[src/rtl/pnbl_pkg.sv]
package pnbl_pkg;

    localparam int ADDR_W = 11;
    localparam int DATA_W = 32;

    localparam logic [ADDR_W-1:0] OFF_LEVEL = 11'h000;
    localparam logic [ADDR_W-1:0] OFF_CTRL  = 11'h004;

    typedef enum logic [1:0] {
        SZ_BYTE = 2'd0,
        SZ_HALF = 2'd1,
        SZ_WORD = 2'd2,
        SZ_RSVD = 2'd3
    } acc_size_e;

    typedef enum logic [1:0] {
        SEL_NONE,
        SEL_LEVEL,
        SEL_CTRL,
        SEL_BAD
    } reg_sel_e;

    typedef struct packed {
        logic              req;
        logic              we;
        acc_size_e         size;
        logic [ADDR_W-1:0] addr;
        logic [DATA_W-1:0] wdata;
    } bus_req_t;

    // Feedback mask for a shift-left Fibonacci register of the given width.
    function automatic logic [15:0] lfsr_taps(input int w);
        case (w)
            4:       return 16'h000C;
            5:       return 16'h0014;
            6:       return 16'h0030;
            7:       return 16'h0060;
            default: return 16'h00B8;
        endcase
    endfunction

endpackage

[src/rtl/pnbl_regs.sv]
module pnbl_regs
    import pnbl_pkg::*;
#(
    parameter int LVL_W = 8
) (
    input  logic              clk,
    input  logic              rst,
    input  bus_req_t          bq,
    output logic [DATA_W-1:0] rdata,
    output logic              err_width,
    output logic              err_reg,
    output logic [LVL_W-1:0]  level_q,
    output logic              en_q
);

    localparam int PAD_W = DATA_W - LVL_W;

    reg_sel_e sel;
    logic     word_ok;
    logic     unused_wdata_hi;

    assign unused_wdata_hi = ^bq.wdata[DATA_W-1:LVL_W];
    assign word_ok = (bq.size == SZ_WORD);

    always_comb begin
        sel = SEL_NONE;
        if (bq.req && word_ok) begin
            if (bq.addr == OFF_LEVEL)     sel = SEL_LEVEL;
            else if (bq.addr == OFF_CTRL) sel = SEL_CTRL;
            else                          sel = SEL_BAD;
        end
    end

    assign err_width = bq.req && !word_ok;
    assign err_reg   = (sel == SEL_BAD);

    always_comb begin
        rdata = '0;
        if (!bq.we) begin
            case (sel)
                SEL_LEVEL: rdata = {{PAD_W{1'b0}}, level_q};
                SEL_CTRL:  rdata = {{(DATA_W-1){1'b0}}, en_q};
                default:   rdata = '0;
            endcase
        end
    end

    always_ff @(posedge clk) begin
        if (rst) begin
            level_q <= '0;
            en_q    <= 1'b0;
        end else if (bq.we) begin
            if (sel == SEL_LEVEL) level_q <= bq.wdata[LVL_W-1:0];
            if (sel == SEL_CTRL)  en_q    <= bq.wdata[0];
        end
    end

endmodule

[src/rtl/pnbl_lfsr.sv]
module pnbl_lfsr
    import pnbl_pkg::*;
#(
    parameter int          W           = 8,
    parameter logic [W-1:0] SEED       = 1,
    parameter bit          FULL_PERIOD = 1'b1
) (
    input  logic         clk,
    input  logic         rst,
    input  logic         adv,
    output logic [W-1:0] state
);

    localparam logic [15:0]  TAPS_ALL = lfsr_taps(W);
    localparam logic [W-1:0] TAPS     = TAPS_ALL[W-1:0];

    logic lin_fb;
    logic fb;

    assign lin_fb = ^(state & TAPS);

    generate
        if (FULL_PERIOD) begin : g_full
            // Splice the all-zero state in after the lone-top-bit state.
            assign fb = lin_fb ^ (state[W-2:0] == '0);
        end else begin : g_plain
            assign fb = lin_fb;
        end
    endgenerate

    always_ff @(posedge clk) begin
        if (rst)      state <= SEED;
        else if (adv) state <= {state[W-2:0], fb};
    end

endmodule

[src/rtl/pnbl_mod.sv]
module pnbl_mod #(
    parameter int LVL_W = 8
) (
    input  logic             clk,
    input  logic             rst,
    input  logic             fclk_on,
    input  logic [LVL_W-1:0] level,
    input  logic             en,
    input  logic [LVL_W-1:0] pn,
    output logic [LVL_W-1:0] eff,
    output logic             chg,
    output logic             light
);

    logic             clk_seen_q;
    logic [LVL_W-1:0] eff_prev_q;

    always_ff @(posedge clk) begin
        if (rst) begin
            clk_seen_q <= 1'b1;
            eff_prev_q <= '0;
        end else begin
            clk_seen_q <= fclk_on;
            eff_prev_q <= eff;
        end
    end

    assign eff   = (clk_seen_q && en) ? level : '0;
    assign chg   = (eff != eff_prev_q);
    assign light = (pn < eff);

endmodule

[src/rtl/pnbl_top.sv]
module pnbl_top
    import pnbl_pkg::*;
#(
    parameter int          LVL_W = 8,
    parameter logic [7:0]  SEED  = 8'h5A
) (
    input  logic              clk,
    input  logic              rst,
    input  logic              fclk_on,
    input  logic              bus_req,
    input  logic              bus_we,
    input  logic [1:0]        bus_size,
    input  logic [10:0]       bus_addr,
    input  logic [31:0]       bus_wdata,
    output logic [31:0]       bus_rdata,
    output logic              err_width,
    output logic              err_reg,
    output logic [LVL_W-1:0]  eff_level,
    output logic              eff_chg,
    output logic              light_out
);

    bus_req_t         bq;
    logic [LVL_W-1:0] level_q;
    logic             en_q;
    logic [LVL_W-1:0] pn_state;

    assign bq.req   = bus_req;
    assign bq.we    = bus_we;
    assign bq.size  = acc_size_e'(bus_size);
    assign bq.addr  = bus_addr;
    assign bq.wdata = bus_wdata;

    pnbl_regs #(.LVL_W(LVL_W)) u_regs (
        .clk       (clk),
        .rst       (rst),
        .bq        (bq),
        .rdata     (bus_rdata),
        .err_width (err_width),
        .err_reg   (err_reg),
        .level_q   (level_q),
        .en_q      (en_q)
    );

    pnbl_lfsr #(
        .W           (LVL_W),
        .SEED        (SEED[LVL_W-1:0]),
        .FULL_PERIOD (1'b1)
    ) u_lfsr (
        .clk   (clk),
        .rst   (rst),
        .adv   (fclk_on),
        .state (pn_state)
    );

    pnbl_mod #(.LVL_W(LVL_W)) u_mod (
        .clk     (clk),
        .rst     (rst),
        .fclk_on (fclk_on),
        .level   (level_q),
        .en      (en_q),
        .pn      (pn_state),
        .eff     (eff_level),
        .chg     (eff_chg),
        .light   (light_out)
    );

endmodule

[config.mk]
export PLATFORM = sky130hd
export DESIGN_NAME = pnbl_top
export DESIGN_NICKNAME = d
export VERILOG_FILES = /design/src/rtl/pnbl_pkg.sv /design/src/rtl/pnbl_regs.sv /design/src/rtl/pnbl_lfsr.sv /design/src/rtl/pnbl_mod.sv /design/src/rtl/pnbl_top.sv
export SDC_FILE = /design/constraint.sdc
export NUM_CORES = 1
export LEC_CHECK = 0
export ABC_AREA = 1
export BUFFER_PORTS_ARGS = -buffer_cell sky130_fd_sc_hd__clkbuf_2
export CAP_MARGIN = 20
export CORE_MARGIN = 2
export CORE_UTILIZATION = 30
export DETAILED_ROUTE_END_ITERATION = 10
export SYNTH_ARGS = -nofsm -noshare
export SYNTH_HDL_FRONTEND = slang
export SYNTH_SLANG_ARGS = --single-unit
[constraint.sdc]
create_clock -name clk -period 1.7 [get_ports clk]
set_clock_uncertainty 0.15 [all_clocks]
set_input_delay 0.17 -clock clk [delete_from_list [all_inputs] [get_ports clk]]
set_output_delay 0.17 -clock clk [all_outputs]
set_load 0.05 [all_outputs]
-- Word level (Yosys, flattened, before mapping)
Index checks and enable logic that the tools add are counted.
- register bits: 26
- output and inout bits: 44
- word-level logic and storage cells: 28
- reduce and logical (&&, ||, !) cells: 9
- muxes and demuxes: 6
- bitwise gates (word level): 1
- order comparisons: 1
- equal/unequal tests: 6
- operators by type and width (cell ; number):
    32-bit 2-to-1 mux ; 1
    8-bit case mux with 2 select lines ; 1
    11-bit by 3-bit == test with 1-bit output, second input constant ; 1
    11-bit logical NOT ; 1
    8-bit less-than comparator ; 1
    8-bit 2-to-1 mux ; 1
    8-bit inequality test ; 1
    8-bit parity ; 1
    7-bit logical NOT ; 1
    2-bit == test, second input constant ; 3
    2-bit 2-to-1 mux ; 2
    2-bit AND reduction ; 2
    1-bit logical AND ; 3
    2-bit by 1-bit == test with 1-bit output, second input constant ; 1
    1-bit logical NOT ; 1
    1-bit 2-to-1 mux ; 1
    1-bit XOR ; 1

-- Depth between registers and ports, before layout
Gate-level depths: netlist of run 1.
- depth after elaboration: 7
- gate-level depth with buffers: 10
- mapped depth without buffers: 10

-- Modules after synthesis
Synthesis of run 1 repeated with hierarchy kept, for this count alone.
- cells, all modules: 252
- area total of the unflattened synthesis: 1775.5 µm²
- by module, submodules not included (module ; area an instance (µm²) ; times used ; seq. area each (µm²) ; cells an instance):
    pnbl_regs ; 794.5 ; 1 ; 180.2 ; 114
    pnbl_mod ; 616.8 ; 1 ; 180.2 ; 86
    pnbl_lfsr ; 364.1 ; 1 ; 160.2 ; 52

-- Worst setup path before layout of run 1
No wires, ideal clock.
- kind: register to output
- start point: register u_regs.en_q
- end point: output port light_out
- arrival time: 2194 ps
- setup slack: -814 ps
- stages on the path, launching flop included: 8
- buffers on the path: 0
- path through: dfxtp_1 -> nand2_4 -> nor2_4 -> inv_1 -> ha_1 -> a21oi_1 -> o21ai_0 -> a21oi_1
- longest elaborated chain between the ends: 3
- RTL lines (what ; RTL line ; text):
    start: declaration ; pnbl_regs.sv:13 ; output logic en_q
    start signal: assignment ; pnbl_regs.sv:54 ; if (sel == SEL_CTRL) en_q <= bq.wdata[0];
    1-bit logical AND ; pnbl_mod.sv:28 ; assign eff = (clk_seen_q && en) ? level : '0;
    8-bit 2-to-1 mux ; pnbl_mod.sv:28 ;
    via eff_level[7] ; pnbl_top.sv:18 ; output logic [LVL_W-1:0] eff_level,
    8-bit less-than comparator ; pnbl_mod.sv:30 ; assign light = (pn < eff);
    end: declaration ; pnbl_top.sv:20 ; output logic light_out
The timed path passes the listed nets, and every way through them passes these cells.

-- Final worst setup path of run 1
- start point: register u_regs.en_q
- end point: output port light_out
- longest elaborated chain between the ends: 3
- RTL lines (what ; RTL line):
    1-bit logical AND ; pnbl_mod.sv:28
    8-bit 2-to-1 mux ; pnbl_mod.sv:28
    8-bit less-than comparator ; pnbl_mod.sv:30
Every way passes these cells.

==> results of run 1 <==
where the power goes:
group / switching (W) / internal [W]
clock network: 0.000187 / 0.000159
logic: 0.000263 / 0.000117
registers: 0.0000213 / 0.000633
total: 0.000471 / 0.000908
worst register-to-register path, cell delays in order, from the launching register on:
cell and delay (ns):
dfxtp_1 0.38, inv_1 0.06, ha_1 0.28, xor2_1 0.16, nand3_1 0.09, nand2_1 0.05, nor2_1 0.09, nor2_1 0.04
flip-flops by register name, summed over array words and instances (netlist names):
name	cells
u_regs.en_q	1
u_mod.eff_prev_q	8
u_regs.level_q	8
u_mod.clk_seen_q	1
u_lfsr.state	8
layout make-up:
cell class	instances	share of cell area, %
clock buffers	3	1.72
inverters	35	5.58
multi-input cells	161	44.7
flip-flops and latches	26	21.8
well taps	70	3.65
repair buffers	72	22.5
metrics by stage:
step	std cells	setup TNS [ns]	util (%)	total power [W]
finish	367	-0.637	46.6	0.00138
global route	367	-0.951	46.6	0.00146
CTS	366	-0.751	45.4	0.00138
detailed placement	360	-0.909	41.9	0.00101
global placement	360	-0.718	41.9	0.00101
floorplan	251	-0.271	-	0.000965
worst max path at each step:
stage	start	end	slack [ns]	depth (start not counted)
after floorplan	u_regs.en_q	light_out	-0.27	9
after global placement	bus_addr[9]	bus_rdata[0]	-0.16	10
after detailed placement	bus_addr[9]	bus_rdata[0]	-0.17	11
after CTS	u_regs.en_q	light_out	-0.38	9
after global routing	u_regs.en_q	light_out	-0.47	8
final	u_regs.en_q	light_out	-0.37	9
layer usage:
metal	part of all wire [%]	vias to the layer above	track usage [%]
li1	-	806	-
met2	51	40	23.6
met5	0	-	0
met3	4.3	4	2.94
met4	1.0	0	3.93
met1	43	690	14.6
cells by family after synthesis:
kind of cell | after synthesis | share of synthesized area, %
fa+ha+maj | 11 | 8.57
buf+inv | 64 | 20.6
compound gates | 37 | 12.2
flops | 26 | 32.4
xor+xnor | 6 | 3.27
simple gates | 83 | 22.8
other cells | 1 | 0.233
cells in the mapped netlist:
master    instances
nand2_1          35
nand2_4           1
nand4_1           3
nor3_1            5
o21ai_0          16
clkbuf_1          4
inv_1            33
a31oi_1           1
inv_2             2
a21oi_1          17
ha_1             11
a21boi_0          1
buf_1             1
xor2_1            6
dfxtp_1          26
buf_4            24
a22o_1            1
o211ai_1          1
nor2_4            4
nand3_1           3
nor2_1           32
conb_1            1
timing repair:
| action | in CTS | in global routing |
|---|---|---|
| hold endpoints to repair | 1 | 0 |
| hold buffers | 1 | 0 |
| pin swaps | 17 | 8 |
| endpoints found under the setup margin | 11 | 12 |
| gates resized for setup | 27 | 31 |
| setup buffers | 2 | 2 |
==> reports/results.ini, run 1 <==
[timing]
slew_viol_final=0
period_needed_ns=2.07
rsz0062_at_grt=yes
hold_viol_final=0
fin_ws_ns=-0.369
fin_crit_sh_pct=122
setup_viol=3
timing.fmax_mhz=483
holdWs_ns=0.0118

[clocking]
clock_sinks=26
h-tree-depth=1
worst_skew_pair.late_latency_ns=0.27
cts_tree=yes
cts_made_buffers=3
clock-root-buffer=clkbuf_8
clk_pin_slew_ns=0.08
clk_path_buf_depth=2

[critical_path]
cp.arrival_ns=1.75
crit_buf_inv=3
slowest_delay_ns=0.36
r2r-end=u_lfsr.state[0]
critPathTopFamily=flip-flops
r2r_cells=7
rr_startpoint=u_lfsr.state[5]
worst_path_max_delay_cell=dfxtp_2
crit_chain=nand2_4 > buf_12 > nor2_4 > inv_2 > ha_4 > a21oi_4 > o21ai_2 > a21oi_4 > buf_12
cp-start-kind=register
end_kind=primary output
criticalPathCategory=register to primary output
critPathRequiredTime_ns=1.38
reg2reg_slack_ns=0.31
worstPathMaxFanout=4

[power_and_ir_drop]
irDropWorstVdd_uv=300
leakagePower_nw=1.17
power_density_nw_per_um2=576

[finish]
fin_nets=360
register_area_um2=523
fillers=518
most-common-layout-cells=clkbuf_2, inv_1, nand2_1, buf_4
layout-drive-gt1-share_pct=42.4
layout_commonest_cell=clkbuf_2
antennaDiodeCount=0
post-route-cell-area_um2=2400
syn2layout_area_growth_pct=49.2
multi_input_area_um2=1070

[grt]
grt_max_degree=15
grt_pass1_wl_mm=6.26
grt_use_total_pct=12.8
grt_pass1_vias=1461
antenna_found_initial=0
grt_remaining_overflow=0

[placed_design]
dpl_cell_area_um2=2160
place_ws_ns=-0.171
place_congestion=0.691
place.port_buffers=45
place_hpwl_mm=2.84

[floorplanning]
dieArea_um2=5960
initial_core_util_pct=31.3
io_pins=94
core_area_um2=5140
die_h_um=77.2
fp-row-count=26
die_w_um=77.2

[synthesis]
synth.ff_latch_count=26
synth_area_um2=1610
avgSynthCellArea_um2=7.05
synth_seq_area_share_pct=32.4
synth_top_area_share_pct=32.4
ys_types=22
netlist_instances=228
synth_top_cell_by_area=dfxtp_1
ys_warn_count=0
yosys-top-cells-area=dfxtp_1, buf_4, ha_1

[hold_path]
hold_end=u_regs.level_q[5]
hold-path-cell-count=3
hp-start=bus_wdata[5]
hp-class=primary input to register

[detailed_routing]
wl_mm=3.63
dr.pass1.iters=4
drt_iter0_drc=39
via_count=1540
antenna_left=0
drcViolationCount=0
post_drt_via_cell_ratio=4.20
wl_per_cell_um=9.88

[run]
maxCapViolations=0

[outcome]
violations=setup timing
run_status=complete, but fails checks

(Power assumes the default switching activity.)
==> run 2, diff against run 1 <==
--- a/config.mk
+++ b/config.mk
@@ -11,6 +11,7 @@
 export CORE_MARGIN = 2
 export CORE_UTILIZATION = 30
 export DETAILED_ROUTE_END_ITERATION = 10
+export PLACE_DENSITY = 0.63
 export SYNTH_ARGS = -nofsm -noshare
 export SYNTH_HDL_FRONTEND = slang
 export SYNTH_SLANG_ARGS = --single-unit
==> run 2 against run 1 <==
- the flow finishes with violations (hold timing, setup timing)
- global-route usage decreased by 0.68 points
- die area unchanged
- flip-flop and latch count unchanged
- first-iteration DRC count decreased by 23%
- sequential power about the same
- via count increased by 0.71%
- largest power group unchanged
==> reports/results.ini, run 2 (same netlist as run 1, synthesis figures left out) <==
[outcome]
run_status=complete, but fails checks
violations=hold timing, setup timing

[grt]
grt_use_total_pct=12.1  ; -0.68 points
antenna_found_initial=0  ; unchanged
grt_max_degree=16  ; +1
grt_remaining_overflow=0  ; unchanged
grt_pass1_vias=1432  ; -2.0%
grt_pass1_wl_mm=6.00  ; -4.2%

[floorplanning]
die_w_um=77.2  ; unchanged
io_pins=94  ; unchanged
fp-row-count=26  ; unchanged
dieArea_um2=5960  ; unchanged
initial_core_util_pct=31.3  ; unchanged
core_area_um2=5140  ; unchanged
die_h_um=77.2  ; unchanged

[power_and_ir_drop]
fin_total_pwr_w=0.00155  ; +12%
power_frac_clock_pct=32.7  ; +7.6 points
pwr-share-seq_pct=42.4  ; -5.0 points
swShare_pct=31.2  ; -3.0 points
power_density_nw_per_um2=624  ; +8.5%
p_sw_w=0.000483  ; +2.5%
irDropWorstVdd_uv=458  ; +52%
leakagePower_nw=1.21  ; +4.0%
power_frac_comb_pct=24.9  ; -2.6 points
internal_power_w=0.00107  ; +17%

[timing]
slew_viol_final=0  ; unchanged
rsz0062_at_grt=yes
setup-tns-final_ns=-0.560  ; +0.0773 ns
holdWs_ns=-0.00188  ; -0.0136 ns
fin_crit_sh_pct=116  ; -5.2 points
fin_ws_ns=-0.280  ; +0.0890 ns
timing.fmax_mhz=505  ; +4.5%
hold_viol_final=1  ; +1
period_needed_ns=1.98  ; -0.0890 ns
setup_viol=4  ; +1

[detailed_routing]
post_drt_via_cell_ratio=4.23  ; +0.71%
drcViolationCount=0  ; unchanged
drt_iter0_drc=30  ; -23%
antenna_left=0  ; unchanged
wl_per_cell_um=10.0  ; +1.5%
wl_mm=3.68  ; +1.5%
dr.pass1.iters=4  ; unchanged
via_count=1551  ; +0.71%

[hold_path]
hold_end=u_regs.en_q
hp-start=bus_wdata[0]
hp-class=primary input to register
hold-path-cell-count=3  ; unchanged

[clocking]
worst_skew_pair.late_latency_ns=0.27  ; about the same
clock-root-buffer=clkbuf_8
cts_tree=yes
clk_pin_slew_ns=0.09  ; about the same
h-tree-depth=1  ; unchanged
clock_sinks=26  ; unchanged
clk_path_buf_depth=2  ; unchanged
cts_made_buffers=3  ; unchanged

[critical_path]
criticalPathCategory=register to primary output
worstPathMaxFanout=5  ; +1
cp-start-kind=register
critPathRequiredTime_ns=1.38  ; about the same
reg2reg_slack_ns=0.24  ; -0.07 ns
rr_startpoint=u_lfsr.state[5]
r2r_cells=7  ; unchanged
slowest_delay_ns=0.39  ; +0.03 ns
worst_path_max_delay_cell=dfxtp_4
crit_chain=nand2_8 > nor2_4 > inv_2 > ha_4 > nand2_2 > nand2_1 > nand2_1 > nand2_2 > a21oi_4 > buf_12
cp.arrival_ns=1.66  ; -0.09 ns
r2r-end=u_lfsr.state[0]
end_kind=primary output

[finish]
fin_nets=359  ; -0.28%
antennaDiodeCount=0  ; unchanged
layout-drive-gt1-share_pct=43.8  ; +1.3 points
layout_commonest_cell=clkbuf_2
syn2layout_area_growth_pct=54.5
instances_no_fill=367  ; unchanged
reg.largest.list=u_lfsr.state x8, u_mod.eff_prev_q x8, u_regs.level_q x8
register_area_um2=528  ; +0.96%
most-common-layout-cells=clkbuf_2, inv_1, buf_4
multi_input_area_um2=1130  ; +5.8%
fillers=500  ; -3.5%

[placed_design]
place.port_buffers=45  ; unchanged
place_congestion=0.773  ; +12%
place_inst=359  ; -0.28%
place_ws_ns=-0.196  ; -0.0257 ns
place_hpwl_mm=2.83  ; -0.21%

[run]
maxCapViolations=0  ; unchanged

[run 2: cell types whose count changed in the layout (fill, tap and decap cells not counted), moves of 3 or more]
| cell | delta |
|---|---|
| ha_1 | -3 |
| ha_4 | +3 |
| nand2_1 | -3 |
| buf_12 | -3 |
[run 2: power by group through the flow]
stage	sequential, W	combinational [W]	clock [W]
2_1_floorplan	0.000663	0.000302	0
6_report	0.000657	0.000386	0.000506
5_1_grt	0.000661	0.000419	0.000545
3_5_place_dp	0.000668	0.000341	0
4_1_cts	0.000657	0.000375	0.000517
3_3_place_gp	0.000668	0.000336	0
[run 2: layout make-up]
cell class	count	area share, %
clock inverters	1	1.21
repair buffers	71	21.0
multi-input cells	161	45.7
flip-flops and latches	26	21.3
inverters	35	5.70
well taps	70	3.53
clock buffers	3	1.66
[run 2: worst max path at each step]
| stage | start | to | slack [ns] | depth (start not counted) |
|---|---|---|---|---|
| floorplan | u_regs.en_q | light_out | -0.27 | 9 |
| global placement | bus_addr[9] | bus_rdata[0] | -0.16 | 10 |
| detailed placement | bus_addr[9] | bus_rdata[0] | -0.20 | 11 |
| CTS | u_mod.clk_seen_q | light_out | -0.29 | 10 |
| finish | u_mod.clk_seen_q | light_out | -0.28 | 10 |
| global route | u_mod.clk_seen_q | light_out | -0.37 | 10 |
[run 2: per-layer routing]
| layer | up-vias | track usage, % | part of all wire, % | wire length, um |
|---|---|---|---|---|
| met2 | 33 | 22.2 | 54 | 1970 |
| met1 | 707 | 14.6 | 42 | 1540 |
| met5 | - | 0 | 0 | 0 |
| met3 | 6 | 2.00 | 3.5 | 129 |
| li1 | 805 | - | - | - |
| met4 | 0 | 3.04 | 0.98 | 36 |
[run 2: timing repair]
item / in CTS / in global routing
hold endpoints to repair: 1 / 0
hold buffers: 1 / 0
pin swaps: 18 / 8
setup endpoints to repair: 12 / 13
resized for setup: 44 / 37
setup buffers: 2 / 1
[run 2: through the flow]
step	hold slack (ns)	cell area (um2)	utilization, %
floorplan	0.120	1810	-
global placement	0.276	2110	41.0
detailed placement	0.281	2110	41.0
CTS	0.00193	2400	46.7
global route	0.0289	2480	48.3
finish	-0.00188	2480	48.3
[run 2: critical path: cells and delay by family (launching register included)]
| kind | cells | cell delay (ns) |
|---|---|---|
| AO/OA/AOI/OAI | 1 | 0.14 |
| flip-flops | 1 | 0.39 |
| AND/OR/NAND/NOR | 6 | 0.44 |
| buffers and inverters | 2 | 0.21 |
| adder cells (fa/ha/maj) | 1 | 0.21 |
